**config.mk**
```make
export PLATFORM = sky130hd
export DESIGN_NAME = mesi_snoop_ctrl
export DESIGN_NICKNAME = d
export VERILOG_FILES = /design/src/rtl/mesi_pkg.sv /design/src/rtl/mesi_line_store.sv /design/src/rtl/mesi_snoop_unit.sv /design/src/rtl/mesi_req_fsm.sv /design/src/rtl/mesi_snoop_ctrl.sv
export SDC_FILE = /design/constraint.sdc
export NUM_CORES = 1
export LEC_CHECK = 0
export ABC_CLOCK_PERIOD_IN_PS = 5800
export CORE_UTILIZATION = 24
export CTS_BUF_LIST = sky130_fd_sc_hd__clkbuf_8
export DETAILED_ROUTE_END_ITERATION = 16
export PLACE_DENSITY = 0.37
export SLEW_MARGIN = 5
export SYNTH_ARGS = -nofsm -noshare
export SYNTH_HDL_FRONTEND = slang
export SYNTH_SLANG_ARGS = --single-unit
```
**constraint.sdc**
```tcl
create_clock -name clk -period 5.8 [get_ports clk]
set_input_delay 1.16 -clock clk [delete_from_list [all_inputs] [get_ports clk]]
set_output_delay 1.16 -clock clk [all_outputs]
set_load 0.01 [all_outputs]
```
**src/rtl/mesi_pkg.sv**
```systemverilog
package mesi_pkg;

  typedef enum logic [1:0] {
    ST_I = 2'd0,
    ST_S = 2'd1,
    ST_E = 2'd2,
    ST_M = 2'd3
  } line_st_t;

  typedef enum logic [1:0] {
    BC_RD  = 2'd0,
    BC_RDX = 2'd1,
    BC_UPG = 2'd2,
    BC_WB  = 2'd3
  } bus_cmd_t;

  typedef enum logic [2:0] {
    P_IDLE,
    P_UPG,
    P_WB,
    P_FILL,
    P_DATA
  } pstate_t;

  typedef struct packed {
    line_st_t nxt;
    logic     upd;
    logic     flush;
    logic     supply;
    logic     shared;
  } snp_resp_t;

  // Reaction of a line in state st to another cache's command
  function automatic snp_resp_t snoop_eval(input line_st_t st, input bus_cmd_t cmd,
                                           input logic c2c);
    snp_resp_t r;
    r.nxt    = st;
    r.upd    = 1'b0;
    r.flush  = 1'b0;
    r.supply = 1'b0;
    r.shared = 1'b0;
    if (st != ST_I) begin
      case (cmd)
        BC_RD: begin
          r.shared = 1'b1;
          r.flush  = (st == ST_M);
          r.supply = (st == ST_M) || c2c;
          r.nxt    = ST_S;
          r.upd    = (st != ST_S);
        end
        BC_RDX: begin
          r.shared = 1'b1;
          r.flush  = (st == ST_M);
          r.supply = (st == ST_M) || c2c;
          r.nxt    = ST_I;
          r.upd    = 1'b1;
        end
        BC_UPG: begin
          r.shared = 1'b1;
          r.nxt    = ST_I;
          r.upd    = 1'b1;
        end
        default: ;
      endcase
    end
    return r;
  endfunction

  // State a fill installs
  function automatic line_st_t fill_state(input logic is_store, input logic shared_seen);
    if (is_store)
      return ST_M;
    return shared_seen ? ST_S : ST_E;
  endfunction

endpackage

```
**src/rtl/mesi_line_store.sv**
```systemverilog
module mesi_line_store
  import mesi_pkg::*;
#(
  parameter int IDX_W = 3,
  parameter int TAG_W = 9
) (
  input  logic             clk,
  input  logic             rst_n,
  input  logic [IDX_W-1:0] rd_idx,
  output line_st_t         rd_st,
  output logic [TAG_W-1:0] rd_tag,
  input  logic [IDX_W-1:0] sn_idx,
  output line_st_t         sn_st,
  output logic [TAG_W-1:0] sn_tag,
  input  logic             pw_en,
  input  line_st_t         pw_st,
  input  logic [TAG_W-1:0] pw_tag,
  input  logic             sw_en,
  input  line_st_t         sw_st
);
  localparam int LINES = 1 << IDX_W;

  line_st_t         st_a  [LINES];
  logic [TAG_W-1:0] tag_a [LINES];

  for (genvar g = 0; g < LINES; g++) begin : g_line
    line_st_t         st_q;
    logic [TAG_W-1:0] tag_q;
    always_ff @(posedge clk) begin
      if (!rst_n) begin
        st_q  <= ST_I;
        tag_q <= '0;
      end else if (pw_en && rd_idx == IDX_W'(g)) begin
        st_q  <= pw_st;
        tag_q <= pw_tag;
      end else if (sw_en && sn_idx == IDX_W'(g)) begin
        st_q  <= sw_st;
      end
    end
    assign st_a[g]  = st_q;
    assign tag_a[g] = tag_q;
  end

  assign rd_st  = st_a[rd_idx];
  assign rd_tag = tag_a[rd_idx];
  assign sn_st  = st_a[sn_idx];
  assign sn_tag = tag_a[sn_idx];
endmodule

```
**src/rtl/mesi_snoop_unit.sv**
```systemverilog
module mesi_snoop_unit
  import mesi_pkg::*;
#(
  parameter int TAG_W = 9
) (
  input  logic             snp_valid,
  input  logic [1:0]       snp_cmd,
  input  logic [TAG_W-1:0] snp_tag,
  input  line_st_t         line_st,
  input  logic [TAG_W-1:0] line_tag,
  input  logic             c2c_en,
  output logic             hit,
  output logic             shared_o,
  output logic             flush_o,
  output logic             supply_o,
  output logic             wr_en,
  output line_st_t         wr_st
);
  snp_resp_t resp;

  always_comb begin
    hit      = snp_valid && (line_st != ST_I) && (line_tag == snp_tag);
    resp     = snoop_eval(line_st, bus_cmd_t'(snp_cmd), c2c_en);
    shared_o = hit && resp.shared;
    flush_o  = hit && resp.flush;
    supply_o = hit && resp.supply;
    wr_en    = hit && resp.upd;
    wr_st    = resp.nxt;
  end
endmodule

```
**src/rtl/mesi_req_fsm.sv**
```systemverilog
module mesi_req_fsm
  import mesi_pkg::*;
#(
  parameter int ADDR_W = 12,
  parameter int IDX_W  = 3,
  localparam int TAG_W = ADDR_W - IDX_W
) (
  input  logic              clk,
  input  logic              rst_n,
  input  logic              cpu_req,
  input  logic              cpu_we,
  input  logic [ADDR_W-1:0] cpu_addr,
  input  logic              snp_valid,
  input  logic              bus_gnt,
  input  logic              bus_data_vld,
  input  logic              shared_in,
  input  line_st_t          lk_st,
  input  logic [TAG_W-1:0]  lk_tag,
  output logic [IDX_W-1:0]  lk_idx,
  output logic              bus_req,
  output bus_cmd_t          bus_cmd,
  output logic [ADDR_W-1:0] bus_addr,
  output logic              pw_en,
  output line_st_t          pw_st,
  output logic [TAG_W-1:0]  pw_tag,
  output logic              cpu_done,
  output line_st_t          cpu_line_st,
  output logic              fill_evt,
  output logic              fill_store,
  output logic              req_accept
);
  pstate_t           ps, ps_n;
  logic              rq_we;
  logic [ADDR_W-1:0] rq_addr;
  logic              done_q, done_d;
  line_st_t          res_q, res_d;
  logic [TAG_W-1:0]  want_tag;
  logic              hit;

  always_comb begin
    ps_n     = ps;
    done_d   = 1'b0;
    res_d    = res_q;
    pw_en    = 1'b0;
    pw_st    = ST_I;
    pw_tag   = lk_tag;
    bus_req  = 1'b0;
    bus_cmd  = BC_RD;
    bus_addr = rq_addr;
    fill_evt = 1'b0;
    lk_idx   = (ps == P_IDLE) ? cpu_addr[IDX_W-1:0] : rq_addr[IDX_W-1:0];
    want_tag = (ps == P_IDLE) ? cpu_addr[ADDR_W-1:IDX_W] : rq_addr[ADDR_W-1:IDX_W];
    hit      = (lk_st != ST_I) && (lk_tag == want_tag);
    req_accept = (ps == P_IDLE) && cpu_req && !snp_valid && !done_q;

    case (ps)
      P_IDLE: if (req_accept) begin
        if (hit && !cpu_we) begin
          done_d = 1'b1;
          res_d  = lk_st;
        end else if (hit && lk_st != ST_S) begin
          pw_en  = 1'b1;
          pw_st  = ST_M;
          done_d = 1'b1;
          res_d  = ST_M;
        end else if (hit) begin
          ps_n = P_UPG;
        end else if (lk_st == ST_M) begin
          ps_n = P_WB;
        end else begin
          pw_en = (lk_st != ST_I);
          ps_n  = P_FILL;
        end
      end
      P_UPG: begin
        bus_req = (lk_st == ST_S);
        bus_cmd = BC_UPG;
        if (lk_st != ST_S) begin
          ps_n = P_FILL;
        end else if (bus_gnt) begin
          pw_en  = 1'b1;
          pw_st  = ST_M;
          done_d = 1'b1;
          res_d  = ST_M;
          ps_n   = P_IDLE;
        end
      end
      P_WB: begin
        bus_req  = (lk_st == ST_M);
        bus_cmd  = BC_WB;
        bus_addr = {lk_tag, lk_idx};
        if (lk_st != ST_M || bus_gnt) begin
          pw_en = 1'b1;
          ps_n  = P_FILL;
        end
      end
      P_FILL: begin
        bus_req = 1'b1;
        bus_cmd = rq_we ? BC_RDX : BC_RD;
        if (bus_gnt)
          ps_n = P_DATA;
      end
      P_DATA: if (bus_data_vld) begin
        fill_evt = 1'b1;
        pw_en    = 1'b1;
        pw_st    = fill_state(rq_we, shared_in);
        pw_tag   = rq_addr[ADDR_W-1:IDX_W];
        done_d   = 1'b1;
        res_d    = pw_st;
        ps_n     = P_IDLE;
      end
      default: ps_n = P_IDLE;
    endcase
  end

  always_ff @(posedge clk) begin
    if (!rst_n) begin
      ps      <= P_IDLE;
      rq_we   <= 1'b0;
      rq_addr <= '0;
      done_q  <= 1'b0;
      res_q   <= ST_I;
    end else begin
      ps     <= ps_n;
      done_q <= done_d;
      res_q  <= res_d;
      if (req_accept) begin
        rq_we   <= cpu_we;
        rq_addr <= cpu_addr;
      end
    end
  end

  assign cpu_done    = done_q;
  assign cpu_line_st = res_q;
  assign fill_store  = rq_we;
endmodule

```
**src/rtl/mesi_snoop_ctrl.sv**
```systemverilog
module mesi_snoop_ctrl
  import mesi_pkg::*;
#(
  parameter int ADDR_W = 12,
  parameter int IDX_W  = 3
) (
  input  logic              clk,
  input  logic              rst_n,
  input  logic              c2c_en,
  input  logic              cpu_req,
  input  logic              cpu_we,
  input  logic [ADDR_W-1:0] cpu_addr,
  output logic              cpu_done,
  output logic [1:0]        cpu_line_st,
  output logic              bus_req,
  output logic [1:0]        bus_cmd,
  output logic [ADDR_W-1:0] bus_addr,
  input  logic              bus_gnt,
  input  logic              bus_data_vld,
  input  logic              shared_in,
  input  logic              snp_valid,
  input  logic [1:0]        snp_cmd,
  input  logic [ADDR_W-1:0] snp_addr,
  output logic              snp_shared,
  output logic              snp_flush,
  output logic              snp_supply
);
  localparam int TAG_W = ADDR_W - IDX_W;

  logic [IDX_W-1:0] lk_idx;
  line_st_t         lk_st, sn_st, pw_st, sw_st, res_st;
  logic [TAG_W-1:0] lk_tag, sn_tag, pw_tag;
  logic             pw_en, sw_en;
  bus_cmd_t         cmd_e;

  // named events for the checker
  logic fill_evt, fill_store, req_accept, snp_hit;

  mesi_line_store #(.IDX_W(IDX_W), .TAG_W(TAG_W)) u_store (
    .clk    (clk),
    .rst_n  (rst_n),
    .rd_idx (lk_idx),
    .rd_st  (lk_st),
    .rd_tag (lk_tag),
    .sn_idx (snp_addr[IDX_W-1:0]),
    .sn_st  (sn_st),
    .sn_tag (sn_tag),
    .pw_en  (pw_en),
    .pw_st  (pw_st),
    .pw_tag (pw_tag),
    .sw_en  (sw_en),
    .sw_st  (sw_st)
  );

  mesi_snoop_unit #(.TAG_W(TAG_W)) u_snoop (
    .snp_valid (snp_valid),
    .snp_cmd   (snp_cmd),
    .snp_tag   (snp_addr[ADDR_W-1:IDX_W]),
    .line_st   (sn_st),
    .line_tag  (sn_tag),
    .c2c_en    (c2c_en),
    .hit       (snp_hit),
    .shared_o  (snp_shared),
    .flush_o   (snp_flush),
    .supply_o  (snp_supply),
    .wr_en     (sw_en),
    .wr_st     (sw_st)
  );

  mesi_req_fsm #(.ADDR_W(ADDR_W), .IDX_W(IDX_W)) u_fsm (
    .clk          (clk),
    .rst_n        (rst_n),
    .cpu_req      (cpu_req),
    .cpu_we       (cpu_we),
    .cpu_addr     (cpu_addr),
    .snp_valid    (snp_valid),
    .bus_gnt      (bus_gnt),
    .bus_data_vld (bus_data_vld),
    .shared_in    (shared_in),
    .lk_st        (lk_st),
    .lk_tag       (lk_tag),
    .lk_idx       (lk_idx),
    .bus_req      (bus_req),
    .bus_cmd      (cmd_e),
    .bus_addr     (bus_addr),
    .pw_en        (pw_en),
    .pw_st        (pw_st),
    .pw_tag       (pw_tag),
    .cpu_done     (cpu_done),
    .cpu_line_st  (res_st),
    .fill_evt     (fill_evt),
    .fill_store   (fill_store),
    .req_accept   (req_accept)
  );

  assign bus_cmd     = cmd_e;
  assign cpu_line_st = res_st;
endmodule

```
After elaboration in Yosys (flattened, before gate mapping):

Cells that the tools add are included.

* register bits: 107
* output and inout port bits: 21
* word-level logic and storage cells: 201

* magnitude comparators: 2
* equal/unequal tests: 38
* muxes and demuxes: 85
* bitwise logic cells: 2
* reductions and logical operators: 53

Operators with widths (count)
* 2-to-1 mux 2 bit: 36
* 2-to-1 mux 9 bit: 7
* binary-select mux 9 bit (select 3 bit): 2
* 2-to-1 mux 3 bit: 10
* logical AND 1 bit: 28
* equality test 3 bit (second input constant): 9
* nonzero test 2 bit: 10
* equality test 3 x 2 -> 1 bit (second input constant): 6
* equality test 9 bit: 2
* 2-to-1 mux 1 bit: 18
* one-hot mux 2 bit (3 select lines): 3
* != test 2 bit (second input constant): 8
* one-hot mux 3 bit (5 select lines): 1
* binary-select mux 2 bit (select 3 bit): 2
* 2-to-1 mux 12 bit: 1
* equality test 3 x 1 -> 1 bit (second input constant): 3
* logical NOT 3 bit: 3
* greater-or-equal comparator 4 bit (second input constant): 2
* inverter 3 -> 4 bit: 2
* AND reduction 7 bit: 1
* equality test 2 bit (second input constant): 3
* 2-to-1 mux 6 bit: 1
* != test 2 x 1 -> 1 bit (second input constant): 3
* one-hot mux 1 bit (3 select lines): 2
* other kinds (12): 17

Longest topological paths before layout:

* word-level depth: 15
* gate-level depth with buffers: 19
* depth with buffers taken out: 14

By module:

Synthesis repeated with hierarchy kept, for this count alone.

* cell total of the unflattened synthesis: 737
* area total of the unflattened synthesis: 6917.9 µm²

By module, submodules not included
* mesi_line_store: instances 1, cells each 496, area an instance 5049.8 µm²
* mesi_req_fsm: instances 1, cells each 210, area an instance 1631.6 µm²
* mesi_snoop_unit: instances 1, cells each 31, area an instance 236.5 µm²

Worst setup path before layout:

Ideal clock, no wire load.

* path type: input -> output
* start point: in snp_addr[0]
* end point: out snp_supply
* data arrival time: 3.680 ns
* required time: 4.640 ns
* slack: 0.960 ns
* stages: 9
* path buffers: 2
* path through: clkbuf_1 buf_1 mux4_2 mux2i_1 xnor2_1 a2111oi_0 nand4_1 o21bai_1 a21oi_1

* longest elaborated chain between the ends: 9

Ends and longest elaborated chain
* from (decl): line mesi_snoop_ctrl.sv:23 `input logic [ADDR_W-1:0] snp_addr,`
* inverter 3 -> 4 bit (implied by the code) *: line mesi_line_store.sv:46, mesi_line_store.sv:47
* binary-select mux 2 bit (select 3 bit): line mesi_line_store.sv:46 `assign sn_st = st_a[sn_idx];`
* 2-to-1 mux 2 bit (implied by the code) (2 in a row): line mesi_line_store.sv:46
* equality test 2 bit: line mesi_pkg.sv:47, mesi_pkg.sv:54
* logical OR 1 bit: line mesi_pkg.sv:47, mesi_pkg.sv:54
* 2-to-1 mux 2 bit
* 2-to-1 mux 6 bit: line mesi_pkg.sv:42 `if (st != ST_I) begin`
* logical AND 1 bit *: line mesi_snoop_unit.sv:26 `supply_o = hit && resp.supply;`
* to (decl): line mesi_snoop_ctrl.sv:26 `output logic snp_supply`

Mark *: on every way between the ends. The rest lies on a longest branch, timed or not. The select of a mux whose other input is x is not followed.

Worst setup path in the final report:

* start point: in snp_addr[1]
* end point: out snp_supply

The elaborated chain is that of the path after synthesis.

==> impl.org <==
** Setup path
- On the worst path, the slowest cell contributes a delay of 550 ps.
- Sort of element at the end of the critical path :: output pin
- Kind of cell adding the most delay to the critical path :: buffers and inverters
- Data arrives at the worst endpoint at 4340 ps.
- Total buffers and inverters traversed by the critical path :: 4
- Req. time, crit path :: 4640 ps
- Among the stages of the critical path, the cell type that occurs most often is sky130_fd_sc_hd__clkdlybuf4s50_1.
- The worst setup path is of the in -> out kind.
- In this run the worst path has a maximum fanout of 37.
- The signal on the critical path passes through clkdlybuf4s50_1, buf_12, mux4_2, mux2i_1, xnor2_1, nor4_1, buf_4, nand4_1, o21bai_1, a21oi_1, clkdlybuf4s50_1.
- Kind of start point of the critical path :: input port
- Slowest CP cell :: sky130_fd_sc_hd__clkdlybuf4s50_1

** Finish
- Synth-to-layout area growth :: 18.0%
- Final net count :: 810
- 0 antenna diodes ended up in the layout.
- The finished cells cover 7840 um2.
- The finished layout holds 1114 standard cells, fillers aside.
- Fraction of layout cells with a size suffix above 1 :: 13.3%
- Fillers :: 2850

** CTS
- Clock-pin slew was measured on the worst setup and hold paths at 100 ps.
- In this run the deepest clock path goes through 2 buffers.
- Post-CTS timing repair inserted 0 buffers for setup.
- TritonCTS clock tree :: yes
- Cell at the root of the clock tree :: sky130_fd_sc_hd__clkbuf_8
- In this run, CTS created clock tree buffers numbering 9.
- Number of clock sinks :: 107
- The H-tree generated during clock tree synthesis spans 3 levels.
- Gates resized during post-CTS repair numbered 0.
- Worst-skew pair later-pin latency :: 400 ps
- For this design, the CTS-stage hold fixing added 0 buffers.

** Die
- FP Rows :: 60
- The floorplan step set the die width to 168 um.
- The floorplan step defined a die boundary enclosing 28300 um2.
- Area of the core :: 27000 um2
- Vert. Die Dim :: 168 um
- Ports placed on the boundary :: 56
- Once the floorplan was initialized, standard cells occupied 24.6% of the core.

** Logic synthesis
- Yosys mapped the design onto 72 distinct sky130hd cell types.
- The mapped netlist covers 6640 um2.
- Number of instances in the synthesized netlist :: 721
- When the netlist entered floorplanning its net count stood at 762.
- Async SR Flop Fraction :: 0%
- Sequential cells were found to cover 32.3% of the synthesized design area.
- Synth Area in Compound Gates :: 15.9%
- Among all flip-flop cells after synthesis, the most frequent one is sky130_fd_sc_hd__dfxtp_1.
- Counting flops and latches in the post-synthesis netlist gives 107.
- The Yosys step of the flow raised 0 warnings.
- Adder-Cell Fraction of Synth Area :: 1.13%
- A synthesized cell averages 9.21 um2.
- Number of enable-type register cells in the synthesized netlist :: 0
- Area share of xor/xnor cells in the synthesized design :: 1.98%
- Proportion of synthesized area in mux cells :: 25.9%
- Post-Synth Simple-Gate Area :: 17.4%
- Largest family of logic cells by synthesized area :: multiplexers

** Route
- In the final routed layout, each cell accounts on average for 20.7 um.
- Detailed routing inserted a total of 5620 vias.
- In the routed design, unresolved DRC markers number 0.
- Detailed-router iteration count before antenna repair :: 4
- For this block, the routed nets add up to 23.1 mm of wire.
- Initial DRC count :: 300
- Via count normalized by instance count :: 5.04
- Count of antenna-violating nets left after detailed routing :: 0

** Timing
- The max-slew violation count was 0.
- Setup violations remaining at the end of the flow were counted as 0.
- Worst-Margin Slew :: 1170 ps
- The final critical path takes up 94.8% of the cycle.
- Minimum clock period :: 5500 ps
- Skew final :: 16.6 ps
- Slew margin rel. :: 21.6%
- Based on the critical path, the design can be clocked at up to 0.182 GHz.
- The final hold violation count is 0.
- Setup repair after global routing left no endpoint under its margin.
- Hold is met by 473 ps.
- Summed over all failing endpoints, the final setup total negative slack is 0 ps.

** GRT
- Pin count of the biggest net entering global routing :: 57
- The first global-routing pass estimated 35.7 mm of wire.
- Initial antenna violation count :: 0
- GR Overflow Total :: 0
- Global-route total usage across every layer :: 16.7%
- The number of global-route vias before repair is 5811.

** Job
- Reported max-cap violation count :: 0

** Hold path
- Path type of the worst min-delay path :: reg -> reg

** Placed design
- Dpl cells :: 1099
- In this run the cell area measured after placement is 7640 um2.
- After legalization and detailed placement, the total HPWL measured 16.3 mm.
- Port buffering added 55 buffers.
- Gp weighted congestion :: 0.819

** Run status
- The flow ran to the end, and the final reports show no timing, DRC or antenna violations.

** Power
- Leakage :: 2.80 nW
- VDD sags by at most 0.000115 V.
- Power density normalized to cell area :: 298 nW/um2
per-layer routing:
metal	vias up	global-route usage, %	share of wire (%)
li1	2726	-	-
met3	23	2.12	3.9
met5	-	0	0
met1	2737	23.0	50
met2	134	26.7	45
met4	0	5.69	1.7
metrics by stage:
step	worst slack [ps]	total power, mW	util [%]
final	303	2.33	29.0
after detailed placement	40.9	1.87	28.3
after global routing	62.1	2.46	29.0
after global placement	51.8	1.87	28.3
after CTS	11.5	2.35	29.0
after floorplan	960	1.50	-
area by class of cell:
type / count / area (um2) / area share, %
clock inverters: 5 / 43.8 / 0.559
repair buffers: 93 / 891 / 11.4
inverters: 8 / 30.0 / 0.383
well taps: 341 / 427 / 5.45
clock buffers: 10 / 138 / 1.76
multi-input cells: 550 / 4160 / 53.1
flip-flops and latches: 107 / 2140 / 27.3
sequential cells by signal, indices dropped and copies added, names as in the netlist:
signal and flops:
u_store.g_line.tag_q 72, u_fsm.rq_addr 12, u_store.g_line.st_q 16, u_fsm.fill_store 1, u_fsm.cpu_done 1, u_fsm.cpu_line_st 2, u_fsm.ps 3
power by group:
| group | total (mW) | leakage, nW | internal [mW] | switching (mW) |
|---|---|---|---|---|
| registers | 0.805 | 0.864 | 0.771 | 0.0338 |
| clock network | 0.475 | 0.0937 | 0.173 | 0.302 |
| logic | 1.06 | 1.85 | 0.414 | 0.641 |
| total | 2.33 | 2.80 | 1.36 | 0.977 |
synth_stat cells (all sizes together) (3+ instances only):
library cell | n | share of area [%]
a21boi | 14 | 1.6
nor2b | 8 | 0.75
o21a | 3 | 0.34
a22oi | 4 | 0.45
inv | 8 | 0.45
buf | 29 | 3.3
and2 | 3 | 0.28
dfxtp | 107 | 32
nand2 | 140 | 8.0
a211oi | 20 | 2.4
ha | 6 | 1.1
o211ai | 15 | 1.7
mux4 | 18 | 6.1
a21oi | 21 | 1.6
o22a | 7 | 0.94
nand2b | 5 | 0.47
nor2 | 28 | 1.6
mux2i | 120 | 19
nand3 | 13 | 0.98
and3 | 23 | 2.2
a221oi | 3 | 0.49
nor3 | 8 | 1.1
xor2 | 5 | 0.66
nand4 | 3 | 0.28
mux2 | 7 | 1.2
xnor2 | 10 | 1.3
o221ai | 18 | 2.4
or2 | 4 | 0.38
a31oi | 4 | 0.47
clkbuf | 25 | 1.4
o21ai | 12 | 0.90
cell families (layout without fill, tap and decap cells):
kind of cell | count (synthesis) | count (layout)
adders and majority gates | 6 | 6
DFF | 107 | 107
buffers and inverters | 64 | 116
AOI/OAI and AO/OA | 138 | 138
muxes | 145 | 145
xor gates and xnor gates | 15 | 15
and+or+nand+nor | 246 | 246
path summary, 6_finish.rpt:
check	from	cells past startpoint	to	slack, ps
max	snp_addr[1]	11	snp_supply	300
max reg2reg	u_fsm.ps[0]	12	u_store.g_line[5].tag_q[2]	1010
min reg2reg	u_fsm.cpu_line_st[0]	2	u_fsm.cpu_line_st[0]	470
min	u_fsm.cpu_line_st[0]	2	u_fsm.cpu_line_st[0]	470
cells in the final DEF (no fill, tap or decap), types with 3 or more instances in the layout:
| master | Yosys | final |
|---|---|---|
| sky130_fd_sc_hd__clkdlybuf4s50_1 | 0 | 53 |
| sky130_fd_sc_hd__ha_1 | 6 | 6 |
| sky130_fd_sc_hd__nand3_1 | 13 | 13 |
| sky130_fd_sc_hd__dfxtp_1 | 107 | 107 |
| sky130_fd_sc_hd__nand4_1 | 3 | 3 |
| sky130_fd_sc_hd__o22a_1 | 6 | 6 |
| sky130_fd_sc_hd__a31oi_1 | 3 | 3 |
| sky130_fd_sc_hd__clkbuf_8 | 0 | 10 |
| sky130_fd_sc_hd__buf_4 | 12 | 34 |
| sky130_fd_sc_hd__mux2_2 | 6 | 6 |
| sky130_fd_sc_hd__nand2_1 | 139 | 139 |
| sky130_fd_sc_hd__nor2b_1 | 8 | 8 |
| sky130_fd_sc_hd__and3_1 | 23 | 23 |
| sky130_fd_sc_hd__mux2i_1 | 117 | 117 |
| sky130_fd_sc_hd__o221ai_1 | 18 | 18 |
| sky130_fd_sc_hd__a21boi_0 | 14 | 14 |
| sky130_fd_sc_hd__nand2b_1 | 5 | 5 |
| sky130_fd_sc_hd__o21a_1 | 3 | 3 |
| sky130_fd_sc_hd__xor2_1 | 5 | 5 |
| sky130_fd_sc_hd__nor3_2 | 5 | 7 |
| sky130_fd_sc_hd__buf_12 | 0 | 5 |
| sky130_fd_sc_hd__a21oi_1 | 21 | 21 |
| sky130_fd_sc_hd__inv_1 | 8 | 8 |
| sky130_fd_sc_hd__a22oi_1 | 4 | 4 |
| sky130_fd_sc_hd__xnor2_1 | 10 | 10 |
| sky130_fd_sc_hd__or2_1 | 4 | 4 |
| sky130_fd_sc_hd__mux4_2 | 18 | 18 |
| sky130_fd_sc_hd__o21ai_1 | 2 | 3 |
| sky130_fd_sc_hd__nor2_1 | 28 | 28 |
| sky130_fd_sc_hd__inv_6 | 0 | 3 |
| sky130_fd_sc_hd__o211ai_1 | 15 | 15 |
| sky130_fd_sc_hd__o21ai_0 | 10 | 8 |
| sky130_fd_sc_hd__a211oi_1 | 18 | 18 |
worst reg2reg max path, cell delays in order, from the launching register on:
cell and delay [ps]:
sky130_fd_sc_hd__dfxtp_1 350, sky130_fd_sc_hd__nor3_4 700, sky130_fd_sc_hd__mux2i_4 820, sky130_fd_sc_hd__o221ai_1 270, sky130_fd_sc_hd__o22a_1 320, sky130_fd_sc_hd__or2_1 290, sky130_fd_sc_hd__a2111oi_4 430, sky130_fd_sc_hd__nand4_1 170
sky130_fd_sc_hd__nor4bb_2 210, sky130_fd_sc_hd__buf_4 190, sky130_fd_sc_hd__nor3_2 510, sky130_fd_sc_hd__buf_4 280, sky130_fd_sc_hd__mux2i_1 180
No activity file was read; power rests on OpenSTA's default activity.
